===== src/rtl/ccd_pkg.sv =====
package ccd_pkg;
  localparam logic [3:0] OP_KEY   = 4'h1;
  localparam logic [3:0] OP_IV    = 4'h2;
  localparam logic [3:0] OP_DATA  = 4'h5;
  localparam logic [3:0] OP_STIV  = 4'h6;
  localparam logic [3:0] OP_FLAG  = 4'h8;

  localparam int KEY_CTX   = 2;
  localparam int IV_SLOTS  = 4;
  localparam int KEY_BITS  = 256;
  localparam int IV_BITS   = 128;
  localparam int KEY_WORDS = KEY_BITS / 32;

  typedef struct packed {
    logic clearQ;
    logic keyNew;
    logic keyBuiltin;
    logic ivLoad;
    logic descLoad;
    logic ivStore;
    logic flagLatch;
    logic flagIrq;
    logic badCmd;
  } ccd_strobe_t;
endpackage


===== src/rtl/ccd_ctrl.sv =====
module ccd_ctrl
  import ccd_pkg::*;
#(
  parameter int QDEPTH = 9,
  localparam int CNT_W = $clog2(QDEPTH + 1)
) (
  input  logic             evalEn,
  input  logic [3:0]       opcode,
  input  logic             bit27,
  input  logic [2:0]       keySel,
  input  logic [1:0]       lenCode,
  input  logic [1:0]       modeField,
  input  logic [CNT_W-1:0] count,
  output ccd_strobe_t      stb,
  output logic [3:0]       keyWords
);
  logic [CNT_W-1:0] keyNeed;

  always_comb begin
    keyWords = 4'd4 + {1'b0, lenCode, 1'b0};
    keyNeed  = CNT_W'(keyWords) + CNT_W'(1);
    stb      = '0;
    if (evalEn) begin
      unique case (opcode)
        OP_KEY: begin
          if (!modeField[1]) begin
            if (keySel != 3'd0) begin
              stb.keyBuiltin = 1'b1;
              stb.clearQ     = 1'b1;
            end else if (lenCode != 2'd3 && count >= keyNeed) begin
              stb.keyNew = 1'b1;
              stb.clearQ = 1'b1;
            end
          end
        end
        OP_IV: if (count >= CNT_W'(5)) begin
          stb.ivLoad = 1'b1;
          stb.clearQ = 1'b1;
        end
        OP_DATA: if (count >= CNT_W'(4)) begin
          stb.descLoad = 1'b1;
          stb.clearQ   = 1'b1;
        end
        OP_STIV: if (count >= CNT_W'(2)) begin
          stb.ivStore = 1'b1;
          stb.clearQ  = 1'b1;
        end
        OP_FLAG: begin
          stb.flagLatch = 1'b1;
          stb.flagIrq   = bit27;
          stb.clearQ    = 1'b1;
        end
        default: stb.badCmd = 1'b1;
      endcase
    end
  end
endmodule


===== src/rtl/ccd_dpath.sv =====
module ccd_dpath
  import ccd_pkg::*;
#(
  parameter int QDEPTH = 9,
  localparam int CNT_W = $clog2(QDEPTH + 1)
) (
  input  logic                         clk,
  input  logic                         rst_n,
  input  logic                         wrValid,
  input  logic [31:0]                  wrData,
  input  ccd_strobe_t                  stb,
  input  logic [3:0]                   keyWords,
  input  logic                         descReady,
  output logic                         evalEn,
  output logic [31:0]                  head,
  output logic [CNT_W-1:0]             count,
  output logic [KEY_CTX*KEY_BITS-1:0]  keyFlat,
  output logic [KEY_CTX*2-1:0]         lenFlat,
  output logic [IV_SLOTS*IV_BITS-1:0]  ivFlat,
  output logic                         cbcMode,
  output logic                         encryptMode,
  output logic                         descValid,
  output logic [47:0]                  descSrc,
  output logic [47:0]                  descDst,
  output logic [23:0]                  descLen,
  output logic                         descCbc,
  output logic                         descEncrypt,
  output logic                         descKeyCtx,
  output logic [1:0]                   descIvSlot,
  output logic                         ivStoreValid,
  output logic [39:0]                  ivStoreAddr,
  output logic [IV_BITS-1:0]           ivStoreData,
  output logic [7:0]                   flagInfo,
  output logic                         flagIrq,
  output logic                         badCmdIrq
);
  logic [31:0]         q [QDEPTH];
  logic                evalPend;
  logic                accept;
  logic [CNT_W-1:0]    wIdx;
  logic [KEY_BITS-1:0] keyData [KEY_CTX];
  logic [1:0]          keyLen  [KEY_CTX];
  logic [IV_BITS-1:0]  ivData  [IV_SLOTS];

  assign head   = q[0];
  assign evalEn = evalPend && !descValid;
  assign accept = wrValid && (stb.clearQ || count < CNT_W'(QDEPTH));
  assign wIdx   = stb.clearQ ? '0 : count;

  for (genvar c = 0; c < KEY_CTX; c++) begin : g_key
    assign keyFlat[c*KEY_BITS +: KEY_BITS] = keyData[c];
    assign lenFlat[c*2 +: 2] = keyLen[c];
  end
  for (genvar s = 0; s < IV_SLOTS; s++) begin : g_iv
    assign ivFlat[s*IV_BITS +: IV_BITS] = ivData[s];
  end

  // queue storage and evaluation trigger
  always_ff @(posedge clk or negedge rst_n) begin
    if (!rst_n) begin
      for (int i = 0; i < QDEPTH; i++) q[i] <= '0;
      count    <= '0;
      evalPend <= 1'b0;
    end else begin
      if (accept) q[wIdx] <= wrData;
      if (stb.clearQ) count <= wrValid ? CNT_W'(1) : '0;
      else if (accept) count <= count + CNT_W'(1);
      if (wrValid) evalPend <= 1'b1;
      else if (evalEn) evalPend <= 1'b0;
    end
  end

  // context stores
  always_ff @(posedge clk or negedge rst_n) begin
    if (!rst_n) begin
      for (int c = 0; c < KEY_CTX; c++) begin
        keyData[c] <= '0;
        keyLen[c]  <= '0;
      end
      for (int s = 0; s < IV_SLOTS; s++) ivData[s] <= '0;
      cbcMode     <= 1'b0;
      encryptMode <= 1'b0;
    end else begin
      if (stb.keyNew) begin
        for (int i = 0; i < KEY_WORDS; i++)
          if (i < int'(keyWords)) keyData[head[27]][32*i +: 32] <= q[i+1];
        keyLen[head[27]] <= head[23:22];
      end
      if (stb.keyBuiltin) begin
        keyData[head[27]] <= KEY_BITS'(head[26:24]);
        keyLen[head[27]]  <= 2'd2;
      end
      if (stb.keyNew || stb.keyBuiltin) begin
        cbcMode     <= head[16];
        encryptMode <= head[20];
      end
      if (stb.ivLoad) ivData[head[27:26]] <= {q[4], q[3], q[2], q[1]};
    end
  end

  // descriptor, store request, flag and causes
  always_ff @(posedge clk or negedge rst_n) begin
    if (!rst_n) begin
      descValid    <= 1'b0;
      descSrc      <= '0;
      descDst      <= '0;
      descLen      <= '0;
      descCbc      <= 1'b0;
      descEncrypt  <= 1'b0;
      descKeyCtx   <= 1'b0;
      descIvSlot   <= '0;
      ivStoreValid <= 1'b0;
      ivStoreAddr  <= '0;
      ivStoreData  <= '0;
      flagInfo     <= '0;
      flagIrq      <= 1'b0;
      badCmdIrq    <= 1'b0;
    end else begin
      if (stb.descLoad) begin
        descValid   <= 1'b1;
        descSrc     <= {q[1][31:16], q[2]};
        descDst     <= {q[1][15:0], q[3]};
        descLen     <= head[23:0];
        descCbc     <= cbcMode;
        descEncrypt <= encryptMode;
        descKeyCtx  <= head[27];
        descIvSlot  <= head[26:25];
      end else if (descValid && descReady) begin
        descValid <= 1'b0;
      end
      ivStoreValid <= stb.ivStore;
      if (stb.ivStore) begin
        ivStoreAddr <= {head[7:0], q[1]};
        ivStoreData <= ivData[head[27:26]];
      end
      if (stb.flagLatch) flagInfo <= head[7:0];
      flagIrq   <= stb.flagIrq;
      badCmdIrq <= stb.badCmd;
    end
  end
endmodule


===== src/rtl/crypto_cmd_decoder.sv =====
module crypto_cmd_decoder
  import ccd_pkg::*;
#(
  parameter int QDEPTH = 9
) (
  input  logic          clk,
  input  logic          rst_n,
  input  logic          wrValid,
  input  logic [31:0]   wrData,
  output logic [511:0]  keyData,
  output logic [3:0]    keyLenCode,
  output logic [511:0]  ivData,
  output logic          cbcMode,
  output logic          encryptMode,
  output logic          descValid,
  input  logic          descReady,
  output logic [47:0]   descSrc,
  output logic [47:0]   descDst,
  output logic [23:0]   descLen,
  output logic          descCbc,
  output logic          descEncrypt,
  output logic          descKeyCtx,
  output logic [1:0]    descIvSlot,
  output logic          ivStoreValid,
  output logic [39:0]   ivStoreAddr,
  output logic [127:0]  ivStoreData,
  output logic [7:0]    flagInfo,
  output logic          flagIrq,
  output logic          badCmdIrq
);
  localparam int CNT_W = $clog2(QDEPTH + 1);

  ccd_strobe_t      stb;
  logic             evalEn;
  logic [31:0]      head;
  logic [CNT_W-1:0] count;
  logic [3:0]       keyWords;

  ccd_ctrl #(.QDEPTH(QDEPTH)) u_ctrl (
    .evalEn(evalEn), .opcode(head[31:28]), .bit27(head[27]),
    .keySel(head[26:24]), .lenCode(head[23:22]), .modeField(head[17:16]),
    .count(count), .stb(stb), .keyWords(keyWords)
  );

  ccd_dpath #(.QDEPTH(QDEPTH)) u_dpath (
    .clk(clk), .rst_n(rst_n), .wrValid(wrValid), .wrData(wrData),
    .stb(stb), .keyWords(keyWords), .descReady(descReady),
    .evalEn(evalEn), .head(head), .count(count),
    .keyFlat(keyData), .lenFlat(keyLenCode), .ivFlat(ivData),
    .cbcMode(cbcMode), .encryptMode(encryptMode),
    .descValid(descValid), .descSrc(descSrc), .descDst(descDst),
    .descLen(descLen), .descCbc(descCbc), .descEncrypt(descEncrypt),
    .descKeyCtx(descKeyCtx), .descIvSlot(descIvSlot),
    .ivStoreValid(ivStoreValid), .ivStoreAddr(ivStoreAddr),
    .ivStoreData(ivStoreData), .flagInfo(flagInfo),
    .flagIrq(flagIrq), .badCmdIrq(badCmdIrq)
  );
endmodule


===== config.mk =====
export PLATFORM = sky130hd
export DESIGN_NAME = crypto_cmd_decoder
export DESIGN_NICKNAME = d
export VERILOG_FILES = /design/src/rtl/ccd_pkg.sv /design/src/rtl/ccd_ctrl.sv /design/src/rtl/ccd_dpath.sv /design/src/rtl/crypto_cmd_decoder.sv
export SDC_FILE = /design/constraint.sdc
export NUM_CORES = 2
export LEC_CHECK = 0
export BUFFER_PORTS_ARGS = -buffer_cell sky130_fd_sc_hd__buf_2
export CORE_AREA = 2 2 528 530
export CTS_BUF_LIST = sky130_fd_sc_hd__clkbuf_8
export CTS_CLUSTER_SIZE = 24
export DETAILED_ROUTE_END_ITERATION = 16
export DIE_AREA = 0 0 530 532
export SETUP_SLACK_MARGIN = 0.4
export SYNTH_ARGS = -nofsm -noshare
export SYNTH_HDL_FRONTEND = slang
export SYNTH_SLANG_ARGS = --single-unit

===== constraint.sdc =====
create_clock -name clk -period 5.8 [get_ports clk]
set_clock_uncertainty 0.05 [all_clocks]
set_input_delay 0.58 -clock clk [delete_from_list [all_inputs] [get_ports clk]]
set_output_delay 0.58 -clock clk [all_outputs]
set_load 0.005 [all_outputs]

### Yosys cells after proc, flatten, opt, wreduce, memory -nomap -nowiden

Cells that the tools add are included.

* $add $sub $neg: 3
* magnitude comparators: 19
* equal/unequal tests: 6
* multiplexer cells: 82
* bitwise operators: 6
* reductions and logical operators: 15

Operator list (number)
* $mux 512: 17
* $bwmux 512: 10
* $demux 256 s1: 9
* $mux 128: 4
* $mux 256: 2
* $bwmux 288: 1
* $bmux 128 s2: 1
* $demux 128 s2: 1
* $mux 224: 1
* $mux 192: 1
* $mux 160: 1
* $demux 32 s4: 1
* $mux 96: 1
* $mux 32: 2
* $mux 64: 1
* $mux 4: 5
* $lt 3x4->1 const A: 4
* $mux 1: 15
* $mux 9: 1
* $add 4x1->4 const B: 2
* $eq 4x3->1 const B: 2
* $ge 4x3->1 const B: 2
* $lt 1x4->1 const A: 2
* $lt 2x4->1 const A: 2
* other kinds (31): 43

* flip-flop bits (word level): 1628
* input bits: 36
* output and inout port bits: 1335
* word-level logic and storage cells: 166

### Longest topological paths before layout

* depth after elaboration: 33
* gate-level depth with buffers: 12
* depth with buffers taken out: 8

### Cells and area by module

Synthesis repeated with hierarchy kept, for this count alone.

* cell total of the unflattened synthesis: 4804
* area, all modules: 65515.3 µm²

Modules (own cells, without submodules)
* ccd_dpath: times used 1, cells each 4758, area each 65215.0 µm², sequential area each 40739.1 µm²
* ccd_ctrl: times used 1, cells each 46, area each 300.3 µm², sequential area each 0.0 µm²

### Worst setup path after synthesis

OpenSTA, ideal clock, no wires.

* path kind: flip-flop to flip-flop
* start point: register u_dpath.q (netlist bit u_dpath.head[23])
* end point: register u_dpath.q (netlist bit u_dpath.head[10])
* setup time: 125 ps
* arrival: 2581 ps
* data required time: 5625 ps
* path slack: 3045 ps
* stages on the path, launching flop included: 13
* buffers on the path: 4
* clock period less this slack: 2755 ps
* cell sequence: dfrtp_1 > clkbuf_1 > inv_1 > ha_1 > a21oi_1 > o211ai_1 > nand2_1 > a21boi_2 > buf_4 > o2bb2a_1 > clkbuf_1 > buf_4 > mux2_2

* cells in the longest elaborated chain, start to end: 16
* elaborated cells between the ends (all ways): 20
* classes of those cells: 2 x add/sub; 3 x order compare; 1 x eq/ne; 9 x mux; 1 x bitwise; 4 x reduce/logical

Ends and longest elaborated chain
* start: declaration: RTL line ccd_dpath.sv:37 `logic [31:0] q [QDEPTH];`
* start signal: indexed assignment: RTL line ccd_dpath.sv:65 `if (accept) q[wIdx] <= wrData;`
* $add 3x3->4: RTL line ccd_ctrl.sv:20 `keyWords = 4'd4 + {1'b0, lenCode, 1'b0};`
* $add 4x1->4: RTL line ccd_ctrl.sv:21 `keyNeed = CNT_W'(keyWords) + CNT_W'(1);`
* $ge 4x4->1: RTL line ccd_ctrl.sv:30 `end else if (lenCode != 2'd3 && count >= keyNeed) begin`
* $logic_and 1x1->1 *: RTL line ccd_ctrl.sv:30
* $mux 2 *: RTL line ccd_ctrl.sv:30
* $mux 1 *: RTL line ccd_ctrl.sv:27 `if (keySel != 3'd0) begin`
* $mux 3 *: RTL line ccd_ctrl.sv:26 `if (!modeField[1]) begin`
* $pmux 1 s5 *: RTL line ccd_ctrl.sv:24 `unique case (opcode)`
* $mux 9 *: RTL line ccd_ctrl.sv:23 `if (evalEn) begin`
* $mux 4: RTL line ccd_dpath.sv:48 `assign wIdx = stb.clearQ ? '0 : count;`
* $not 4->5 (not written as such): RTL line ccd_dpath.sv:65
* $ge 5x5->1 (not written as such) or $lt 5x1->1 (tied branches): RTL line ccd_dpath.sv:65
* $logic_and 1x1->1 (not written as such): RTL line ccd_dpath.sv:65
* $mux 32 (not written as such): RTL line ccd_dpath.sv:65
* $demux 32 s4: RTL line ccd_dpath.sv:65
* $bwmux 288: RTL line ccd_dpath.sv:65

Mark *: on every way between the ends. The rest lies on a longest branch, timed or not.
A chain may end at the register's enable or synchronous reset.

### Final worst setup path

* start point: register u_dpath.q (netlist bit u_dpath.head[23])
* end point: register u_dpath.q[110] (netlist name)

Same word-level chain as after synthesis.

==> results.md <==
* Chip width at 530 um
* Core Region at 0.276 mm2
* Syn_nets at 4486
* Worst-Margin Slew at 1.40 ns
* Via count at 46600
* Worst skew pair latency at 1.03 ns
* First-pass GRT wire length at 412 mm
* Count leader, synth: dfrtp_1
* CTS max path bufs at 4
* RSZ-0062 raised after global routing: false
* Worst-path fanout max at 23
* GRT Overall Usage at 21.0%
* Worst Setup EP: u_dpath.q[110]
* CTS root buffer: clkbuf_8
* I/O Buffers at 1370
* Fill count at 28200
* Critical Path Max Stage Delay at 0.84 ns
* VDD IR-drop max at 0.252 mV
* CP arrival at 4.81 ns
* Seq/Total Area, Yosys at 63.6%
* Final-report setup violation count at 0
* Crit. Startpoint: u_dpath.head[23]
* DRT antenna net count at 0
* CP required at 6.60 ns
* Reg-to-reg slack, setup at 1.79 ns
* Vias in the first global route at 47700
* Setup TNS at 0 ns
* Share of cells above drive strength 1 at 50.9%
* Area contributors post-synth: dfrtp_1, mux2_2, mux4_2
* Post-CTS setup buffer count at 0
* Final hold slack at 0.164 ns
* Leading area contributor after synthesis: dfrtp_1
* Slowest CP cell: or4_2
* Yosys cell types at 50
* Status: finished clean
* Final Hold Vio Count at 0
* Area of the multi-input gates at 0.0222 mm2
* Crit-path most repeated cell: nand2_1
* CTS clk-pin slew, worst paths at 0.06 ns
* Register area at 0.0407 mm2
* Avg Cell Area, Syn at 14.4 um2
* Depth of the CTS H-tree at 5
* Grt total ovfl at 0
* Remaining DRCs at 0
* Share of the synthesized area in the top cell type at 63.6%
* Area growth syn-to-layout at 27.9%
* Ports at 1371
* Post-layout min period at 4.01 ns
* Reg2reg path depth at 9
* Num rows at 193
* Largest net degree at the start of global routing at 192
* Post-synth EDFFs at 0
* Max Clk Rate at 249 MHz
* Vias per cell at 4.69
* PD cells at 478 mW/mm2
* Clock buffer count from CTS at 302
* Critical path launch point type: flop
* Max cap viols at 0
* Ys async rst share at 100%
* Max Slew Vio Count at 0
* Routability Congestion at 0.845
* Hpwl dp at 211 mm
* Vert. Die Dim at 532 um
* Die area at 0.282 mm2
* Synth top cells by count: dfrtp_1, mux2_2, nand2_1, a21oi_1, clkbuf_1
* Number of synthesized register bits at 1628
* Hold Path Class: in2async
* CTS tree: built
* DRT Wirelength at 306 mm
* Yosys Warn Count at 0
* DRT Pass-1 Iters at 5
* WL per Instance at 30.8 um
* Critical Path Sink Type: flop
* Tcrit/Tclk final at 69.1%
* Initial antenna violation count at 44
* Clock sinks at 1628
* NumNets Final at 5965
* Ys flop type: dfrtp_1
* Slew margin rel. at 6.82%
* R2r endpoint: u_dpath.q[110]
* Starting Density at 23.2%
* Critical Path, Cell by Cell: inv_1 > ha_1 > nand2_1 > o211ai_1 > nand2_1 > a21boi_2 > or4_2 > buf_4 > mux2_4
* Critical path class: reg2reg
* Post-Syn Area at 0.0641 mm2
* Drt initial violations at 3702
* Leak at 42.6 nW
* Syn Inst Count at 4443
* RR Startpoint: u_dpath.head[23]
==> report_power, final <==
group / switching (mW) / internal, mW / total, mW
sequential: 4.34 / 14.2 / 18.5
combinational: 4.30 / 4.69 / 8.99
clock: 5.31 / 6.32 / 11.6
total: 13.9 / 25.2 / 39.2
==> how the worst min path moves through the flow <==
| stage | slack (ns) | endpoint | startpoint |
|---|---|---|---|
| global placement | 0.42 | u_dpath.keyFlat[376] | u_dpath.keyFlat[376] |
| finish | 0.16 | u_dpath.keyFlat[487] | rst_n |
| detailed placement | 0.42 | u_dpath.keyFlat[276] | u_dpath.keyFlat[276] |
| floorplan | 0.23 | async pin | rst_n |
| CTS | 0.13 | u_dpath.ivFlat[391] | rst_n |
| global route | 0.18 | u_dpath.q[7] | rst_n |
==> layout by cell type, fill, tap and decap left out, types with 19 or more instances in the layout <==
cell type and count:
dfrtp_1 1626, buf_2 1369, mux2_2 1006, nand2_1 657, clkbuf_8 370, a21oi_1 198
a22o_1 190, nand3_1 136, mux4_2 128, inv_1 112, buf_4 74, diode_2 73
mux2_4 60, mux2_1 37, buf_12 25, clkinv_2 19
==> layer usage <==
metal	GRT usage, %	vias to the layer above	wire [um]
li1	-	18900	-
met1	25.6	24700	120000
met2	32.6	2464	139000
met3	7.13	542	29800
met4	10.9	6	16700
met5	0	-	41
==> area by class of cell <==
class | count | area share (%)
diodes | 73 | 0.223
clock buffers | 370 | 6.22
well taps | 3705 | 5.66
inverters | 10 | 0.0458
flip-flops and latches | 1628 | 49.7
multi-input cells | 2509 | 27.1
repair buffers | 1471 | 9.69
clock inverters | 159 | 1.35
==> worst max-delay path, delay by kind of cell, from the launching register on <==
family	cells	cell delay, ns
flip-flops	1	0.62
buffers and inverters	2	0.64
AO/OA/AOI/OAI	2	0.81
adder cells (fa/ha/maj)	1	0.37
multiplexers	1	0.32
AND/OR/NAND/NOR	3	1.03
==> per-stage QoR <==
| stage | setup WS (ns) | area (um2) | power, mW | util, % | cells |
|---|---|---|---|---|---|
| floorplan | 3.04 | 64100 | 21.2 | - | 4443 |
| global placement | 2.00 | 75500 | 27.5 | 27.4 | 9320 |
| detailed placement | 1.86 | 75500 | 27.8 | 27.4 | 9320 |
| CTS | 1.81 | 81700 | 39.7 | 29.6 | 9852 |
| global route | 1.62 | 81800 | 41.0 | 29.7 | 9885 |
| finish | 1.79 | 81900 | 39.2 | 29.7 | 9925 |
==> flip-flops by register name, indices dropped and copies added, names as in the netlist, 2 cells and up, named ones only <==
signal	cells
u_dpath.ivFlat	512
u_dpath.keyFlat	431
u_dpath.q	256
u_dpath.ivStoreData	128
u_dpath.descDst	48
u_dpath.descSrc	48
u_dpath.ivStoreAddr	40
u_dpath.head	32
u_dpath.descLen	24
u_dpath.flagInfo	8
u_dpath.count	4
u_dpath.lenFlat	4
u_dpath.descIvSlot	2
==> kinds of logic after synthesis <==
family / synth area share, %
AO/OA/AOI/OAI: 4.52
flip-flops: 63.6
multiplexers: 24.2
AND/OR/NAND/NOR: 5.47
adder cells (fa/ha/maj): 0.137
buffers and inverters: 2.03
==> what timing repair did <==
action | 4_1_cts | 5_1_grt
resized for setup | 0 | 0
hold endpoints to repair | 87 | 0
hold buffers | 3 | 0
Note: power is estimated with default switching activity, not from simulation.
